### config.mk
export PLATFORM = sky130hd
export DESIGN_NAME = rx_line_status
export DESIGN_NICKNAME = d
export VERILOG_FILES = /design/src/rtl/rx_line_status.sv
export SDC_FILE = /design/constraint.sdc
export NUM_CORES = 1
export LEC_CHECK = 0
export ABC_AREA = 0
export BUFFER_PORTS_ARGS = -buffer_cell sky130_fd_sc_hd__buf_2
export CAP_MARGIN = 30
export CORE_UTILIZATION = 40
export CTS_CLUSTER_DIAMETER = 40
export DETAILED_ROUTE_END_ITERATION = 12
export GPL_TIMING_DRIVEN = 0
export PLACE_DENSITY_LB_ADDON = 0.2
export SYNTH_ARGS = -nofsm -noshare
export SYNTH_HDL_FRONTEND = slang
export SYNTH_SLANG_ARGS = --single-unit
### constraint.sdc
create_clock -name clk -period 4.75 [get_ports clk]
set_input_delay 0.7125 -clock clk [delete_from_list [all_inputs] [get_ports clk]]
set_output_delay 0.7125 -clock clk [all_outputs]
set_load 0.005 [all_outputs]
### src/rtl/rx_line_status.sv
module rx_line_status #(
  parameter int DEPTH = 16,
  parameter int TXW   = 7
) (
  input  logic           clk,
  input  logic           rst_n,
  input  logic           fifo_en,
  input  logic           rx_push,
  input  logic [7:0]     rx_data,
  input  logic           rx_perr,
  input  logic           rx_ferr,
  input  logic           rx_brk,
  input  logic           data_rd,
  input  logic           lsr_rd,
  input  logic           thr_wr,
  input  logic           thr_load,
  input  logic [TXW-1:0] tx_level,
  input  logic           tsr_busy,
  output logic [7:0]     rd_data,
  output logic [7:0]     lsr,
  output logic           rls_irq
);
  localparam int AW = (DEPTH > 1) ? $clog2(DEPTH) : 1;
  localparam int CW = AW + 1;

  logic [10:0]   mem [DEPTH];
  logic [AW-1:0] wptr, rptr;
  logic [CW-1:0] count, err_cnt;
  logic          seen, ovr, err_sum, thre_q;

  wire        empty   = (count == '0);
  wire        full    = fifo_en ? (count == CW'(DEPTH)) : !empty;
  wire [2:0]  in_tag  = {rx_brk, rx_ferr, rx_perr};
  wire        push_ok = rx_push && !full;
  wire        pop     = data_rd && !empty;
  wire [10:0] head    = mem[rptr];
  wire        head_err = |head[10:8];
  wire [2:0]  hd_tag  = (empty || seen) ? 3'b000 : head[10:8];
  wire        thre    = fifo_en ? (tx_level == '0) : thre_q;

  assign rd_data = head[7:0];
  assign lsr     = {fifo_en & err_sum, thre & !tsr_busy, thre, hd_tag, ovr, !empty};
  assign rls_irq = |lsr[4:1];

  always_ff @(posedge clk) begin
    if (push_ok) mem[wptr] <= {in_tag, rx_data};
  end

  always_ff @(posedge clk or negedge rst_n) begin
    if (!rst_n) begin
      wptr    <= '0;
      rptr    <= '0;
      count   <= '0;
      err_cnt <= '0;
      seen    <= 1'b0;
      ovr     <= 1'b0;
      err_sum <= 1'b0;
      thre_q  <= 1'b1;
    end else begin
      if (push_ok) wptr <= (wptr == AW'(DEPTH - 1)) ? '0 : wptr + 1'b1;
      if (pop)     rptr <= (rptr == AW'(DEPTH - 1)) ? '0 : rptr + 1'b1;
      count   <= count + CW'(push_ok) - CW'(pop);
      err_cnt <= err_cnt + CW'(push_ok && (|in_tag)) - CW'(pop && head_err);

      if (pop)                  seen <= 1'b0;
      else if (lsr_rd && !empty) seen <= 1'b1;

      if (rx_push && full) ovr <= 1'b1;
      else if (lsr_rd)     ovr <= 1'b0;

      if (!fifo_en)                     err_sum <= 1'b0;
      else if (push_ok && (|in_tag))    err_sum <= 1'b1;
      else if (lsr_rd && err_cnt == '0) err_sum <= 1'b0;

      if (thr_wr)        thre_q <= 1'b0;
      else if (thr_load) thre_q <= 1'b1;
    end
  end

  AST_CNT_BOUND: assert property (@(posedge clk) disable iff (!rst_n)
    count <= CW'(DEPTH));
  AST_OVR_ON_FULL: assert property (@(posedge clk) disable iff (!rst_n)
    (rx_push && full) |=> lsr[1]);
  AST_FULL_KEEPS_COUNT: assert property (@(posedge clk) disable iff (!rst_n)
    (rx_push && full && !data_rd) |=> $stable(count));
  AST_DR_DROPS: assert property (@(posedge clk) disable iff (!rst_n)
    (data_rd && count == CW'(1) && !rx_push) |=> !lsr[0]);
  AST_SUM_SET: assert property (@(posedge clk) disable iff (!rst_n)
    (fifo_en && push_ok && (|in_tag)) |=> (lsr[7] || !fifo_en));
  AST_SUM_HOLD: assert property (@(posedge clk) disable iff (!rst_n)
    (lsr[7] && !lsr_rd && fifo_en) |=> (lsr[7] || !fifo_en));
  AST_TAG_HIDDEN: assert property (@(posedge clk) disable iff (!rst_n)
    (lsr_rd && !data_rd) |=> (lsr[4:2] == 3'b000));
  AST_THRE_WR: assert property (@(posedge clk) disable iff (!rst_n)
    (!fifo_en && thr_wr) |=> (!lsr[5] || fifo_en));
endmodule

-- Word-level counts from Yosys, hierarchy flattened
Memories as Yosys holds them, arrays and structs flattened.
Cells that the tools add are included.
- RAM bits: 176
- input bits: 27
- register bits: 22
- memories: 1
- word-level logic and storage cells: 57
- memory list (name ; depth ; width ; read ports ; clocked after memory_dff ; write ports ; RTL line ; text):
    mem ; 16 ; 11 ; 1 ; 0 ; 1 ; 26 ; logic [10:0] mem [DEPTH];
- eq/ne operators: 4
- bitwise operators: 2
- muxes and demuxes: 16
- reduce and logical (&&, ||, !) cells: 20
- add/subtract/negate cells: 6
- operator list (cell ; count):
    2-to-1 mux 1 bit ; 13
    adder 5 x 1 -> 5 bit ; 2
    zero test 5 bit ; 2
    subtractor 5 x 1 -> 5 bit ; 2
    adder 4 x 1 -> 4 bit, second input constant ; 2
    equality test 4 bit, second input constant ; 2
    2-to-1 mux 4 bit ; 2
    logical AND 1 bit ; 7
    zero test 7 bit ; 1
    nonzero test 2 bit ; 3
    OR reduction 3 bit ; 2
    equality test 5 bit, second input constant ; 1
    OR reduction 4 bit ; 1
    zero test 1 bit ; 3
    2-to-1 mux 3 bit ; 1
    inequality test 3 x 1 -> 1 bit, second input constant ; 1
    AND 1 bit ; 2
    logical OR 1 bit ; 1

-- Depth between registers and ports, before layout
- depth in word-level cells: 8
- gate-level depth with buffers: 15

-- Least setup slack after synthesis
Ideal clock, no wire load.
- path type: reg-to-reg
- start point: register rptr[0]
- end point: register err_cnt[4]
- arrival: 2.786 ns
- path slack: 1.885 ns
- data required time: 4.670 ns
- cell stages (with the launch flop): 15
- clock period less this slack: 2.865 ns
- path buffers: 1
- cells stage by stage: dfrtp_1 > buf_6 > mux4_1 > a22oi_1 > and3_1 > a31oi_1 > ha_1 > inv_1 > ha_1 > inv_1 > fa_1 > inv_1 > a21oi_1 > o21bai_1 > xnor2_1
- longest elaborated chain between the ends: 4
- ends and longest elaborated chain (item ; RTL line ; text):
    from (decl) ; 27 ; logic [AW-1:0] wptr, rptr;
    from (signal assigned) ; 61 ; if (pop) rptr <= (rptr == AW'(DEPTH - 1)) ? '0 : rptr + 1'b1;
    memory read (16 x 11 bit) ; -- ;
    OR reduction 3 bit ; 37 ; wire head_err = |head[10:8];
    logical AND 1 bit ; 63 ; err_cnt <= err_cnt + CW'(push_ok && (|in_tag)) - CW'(pop && head_err);
    subtractor 5 x 1 -> 5 bit ; 63 ;
    to (signal assigned) ; 63 ;
    to (decl) ; 28 ; logic [CW-1:0] count, err_cnt;
Every way passes these cells.
A chain may end at the register's enable or synchronous reset.

-- Worst setup path in the final report
- start point: register rptr[2]
- end point: output rd_data[0]
- longest elaborated chain between the ends: 1
- ends and longest elaborated chain (item ; RTL line ; text):
    memory read (16 x 11 bit) ; -- ;
    to (decl) ; 19 ; output logic [7:0] rd_data,
Every way passes these cells.

==> out/metrics.yaml <==
route:
  via_count: 4364
  postRouteWirelength_mm: 16.7
  drt_iter0_drc: 359
  viasPerCell: 5.30
  post_drt_wl_per_cell_um: 20.3
  drc: 0
  antenna_left: 0
  drt_pre_antenna_iters: 5
logic_synthesis:
  ys_types: 48
  synthMuxAreaShare_pct: 12.5
  avgSynthCellArea_um2: 17.8
  syn_nets: 509
  async_flop_share_pct: 11.1
  synth-simple-area-share_pct: 4.33
  synth-edff-count: 176
  ys_ff_latch: 198
  yosysSeqAreaShare_pct: 70.9
  synth_top_area_share_pct: 64.2
  synth_fa_ha_area_share_pct: 3.07
  ys.warnings.count: 0
  synth_top_family_by_area: "multiplexers"
  synthFlopType: "edfxtp_1"
  netlist_area_um2: 8230
  synth_compound_area_share_pct: 5.21
  synth_top_area_cell: "edfxtp_1"
  netlist_instances: 463
  netlist_top_cells_area: "edfxtp_1, dfrtp_1, mux4_1"
  synthXorXnorAreaFrac_pct: 1.06
setup_path:
  timing.rr.start: "rptr[1]$_DFFE_PN0P_"
  rr_endpoint: "err_cnt[4]$_DFF_PN0_"
  path_class: "reg2out"
  critPathSlowestCell: "a221oi_1"
  worstPathRequired_ns: 4.04
  crit_chain: "buf_2, and2_1, buf_2, clkbuf_1, a221oi_1, o21ai_0, nand2_1, buf_2"
  critPathMostFrequentCell: "buf_2"
  rrSetupSlack_ns: 1.40
  reg2reg_depth: 14
  cp_max_fo: 10
  cp-start-kind: "flop"
  cp_data_arrival_time_ns: 2.68
  endpoint_kind: "output port"
  cpPeakStageDelay_ns: 0.66
flow_run:
  max-cap-violations: 0
die:
  core-area_um2: 20200
  rows: 52
  die_y_um: 145
  start_util_pct: 40.7
  die_width_um: 145
  io_pins: 44
  dieArea_um2: 21200
placement:
  gp_congestion: 0.742
  port_buffers: 42
  dpl.cell_count: 789
  hpwl_mm: 11.4
  postPlaceCellArea_um2: 8940
layout:
  final_util_pct: 47.1
  area_growth_pct: 15.7
  design_area_um2: 9520
  antenna_cells: 0
  fin_cells: 823
  nets: 586
  drive_gt1_share_pct: 23.1
sta:
  worstMarginPinSlew_ns: 0.760
  fmaxAchievable_ghz: 0.295
  rsz0062_at_grt: "no"
  drv_slew: 0
  fin_worst_skew_ns: 0.00799
  fin_crit_sh_pct: 71.4
  max_slew_margin_pct: 49.4
  final-setup-viol-count: 0
  period_needed_ns: 3.39
  fin_tns_setup_ns: 0
  hold_ws_ns: 0.258
  hold_viol: 0
grt:
  grt_use_total_pct: 16.9
  grt_pass1_wl_mm: 26.1
  grt_antenna_before_repair: 0
  overflow: 0
  grt_max_degree: 23
  grt_pass1_vias: 4421
clocking:
  clock_sinks: 198
  cts_root_buf: "clkbuf_16"
  clk_latency_ns: 0.43
  clock_path_buffers: 2
  cts_tree: "yes"
  htree_levels: 4
  path_clk_slew_ns: 0.07
  cts_resized: 0
  postCtsSetupBuffers: 0
  postCtsHoldBufs: 0
  cts_buffers: 17
outcome:
  status: "finished clean"
pwr:
  leakage_nw: 3.43
  max-vdd-ir-drop_mv: 0.233
  power.density_nw_per_um2: 556
min_path:
  hp-class: "in2async"
how the worst max path moves through the flow:
stage	from	to	slack [ns]	cells past startpoint
3_5_place_dp	rptr[1]$_DFFE_PN0P_	err_cnt[4]$_DFF_PN0_	1.43	14
5_1_grt	rptr[1]$_DFFE_PN0P_	err_cnt[4]$_DFF_PN0_	1.20	14
3_3_place_gp	count[3]$_DFF_PN0_	mem[1][7]$_DFFE_PP_	1.07	7
6_report	rptr[2]$_DFFE_PN0P_	rd_data[0]	1.36	8
4_1_cts	rptr[1]$_DFFE_PN0P_	rd_data[1]	1.35	6
2_1_floorplan	rptr[0]$_DFFE_PN0P_	err_cnt[4]$_DFF_PN0_	1.88	14
critical path: cells and delay by family, from the launching register on:
family          cells  cell delay, ns
compound gates      2            0.83
buf+inv             4            0.76
flops               1            0.36
simple gates        2            0.29
synth_stat cells (2+ instances only):
cell type	number
ha_1	17
a21o_1	3
xor2_1	4
dfrtp_1	21
and3_1	3
xnor2_1	6
nand2_1	17
nor2_1	21
nor3_1	4
nor2b_1	4
a31oi_1	2
mux2i_1	32
fa_1	2
mux4_2	15
edfxtp_1	176
a221oi_1	16
mux4_1	13
a21oi_1	7
nand3_1	7
nand2b_1	3
buf_6	5
clkbuf_1	6
buf_2	6
buf_4	3
o21ai_0	11
nor4_1	2
and2_1	3
a22oi_1	12
mux2_4	2
buf_1	3
inv_1	20
state kept, by name, indices dropped and copies added, names as in the netlist:
register	cells
thre_q	1
err_cnt	5
wptr	4
ovr	1
rptr	4
seen	1
count	5
mem	176
err_sum	1
cells by family (layout without fill, tap and decap cells):
kind of cell               after synthesis  in the layout
muxes                                   62             62
xor gates and xnor gates                10             10
DFF                                    198            198
AOI/OAI and AO/OA                       59             59
adders and majority gates               19             19
buffers and inverters                   44            134
and+or+nand+nor                         71             71
where the power goes:
| group | switching [mW] | internal (mW) |
|---|---|---|
| Clock | 0.645 | 0.737 |
| Combinational | 0.994 | 0.775 |
| Sequential | 0.0783 | 2.07 |
| Total | 1.72 | 3.58 |
per-stage QoR:
stage / setup WS (ns) / power (mW)
3_3_place_gp: 1.07 / 3.90
4_1_cts: 1.35 / 5.34
3_5_place_dp: 1.43 / 3.96
2_1_floorplan: 1.88 / 3.39
6_report: 1.36 / 5.30
5_1_grt: 1.20 / 5.60
area by class of cell:
class	instances	area, µm²
Clock inverter	15	145
Inverter	20	75.1
Multi-Input combinational cell	221	2180
Buffer	24	163
Clock buffer	17	425
Sequential cell	198	5840
Fill cell	1690	10700
Tap cell	270	338
Timing Repair Buffer	58	364
per-layer routing:
| metal | GRT usage (%) | wire (µm) | vias to the layer above |
|---|---|---|---|
| met5 | 0 | 0 | - |
| met4 | 5.42 | 167 | 0 |
| met3 | 3.32 | 684 | 10 |
| met2 | 26.9 | 8140 | 107 |
| met1 | 23.6 | 7710 | 2256 |
| li1 | - | - | 1991 |
placed cells by master, fill, tap and decap left out, types with 12 or more instances in the layout:
| master | synthesis | layout |
|---|---|---|
| mux4_2 | 15 | 15 |
| nand2_1 | 17 | 17 |
| edfxtp_1 | 176 | 176 |
| inv_1 | 20 | 20 |
| dfrtp_1 | 21 | 21 |
| mux2i_1 | 32 | 32 |
| buf_2 | 6 | 48 |
| a221oi_1 | 16 | 16 |
| mux4_1 | 13 | 13 |
| ha_1 | 17 | 17 |
| a22oi_1 | 12 | 12 |
| nor2_1 | 21 | 21 |
| clkbuf_16 | 0 | 17 |
| buf_6 | 5 | 14 |
No activity file was read; power rests on OpenSTA's default activity.
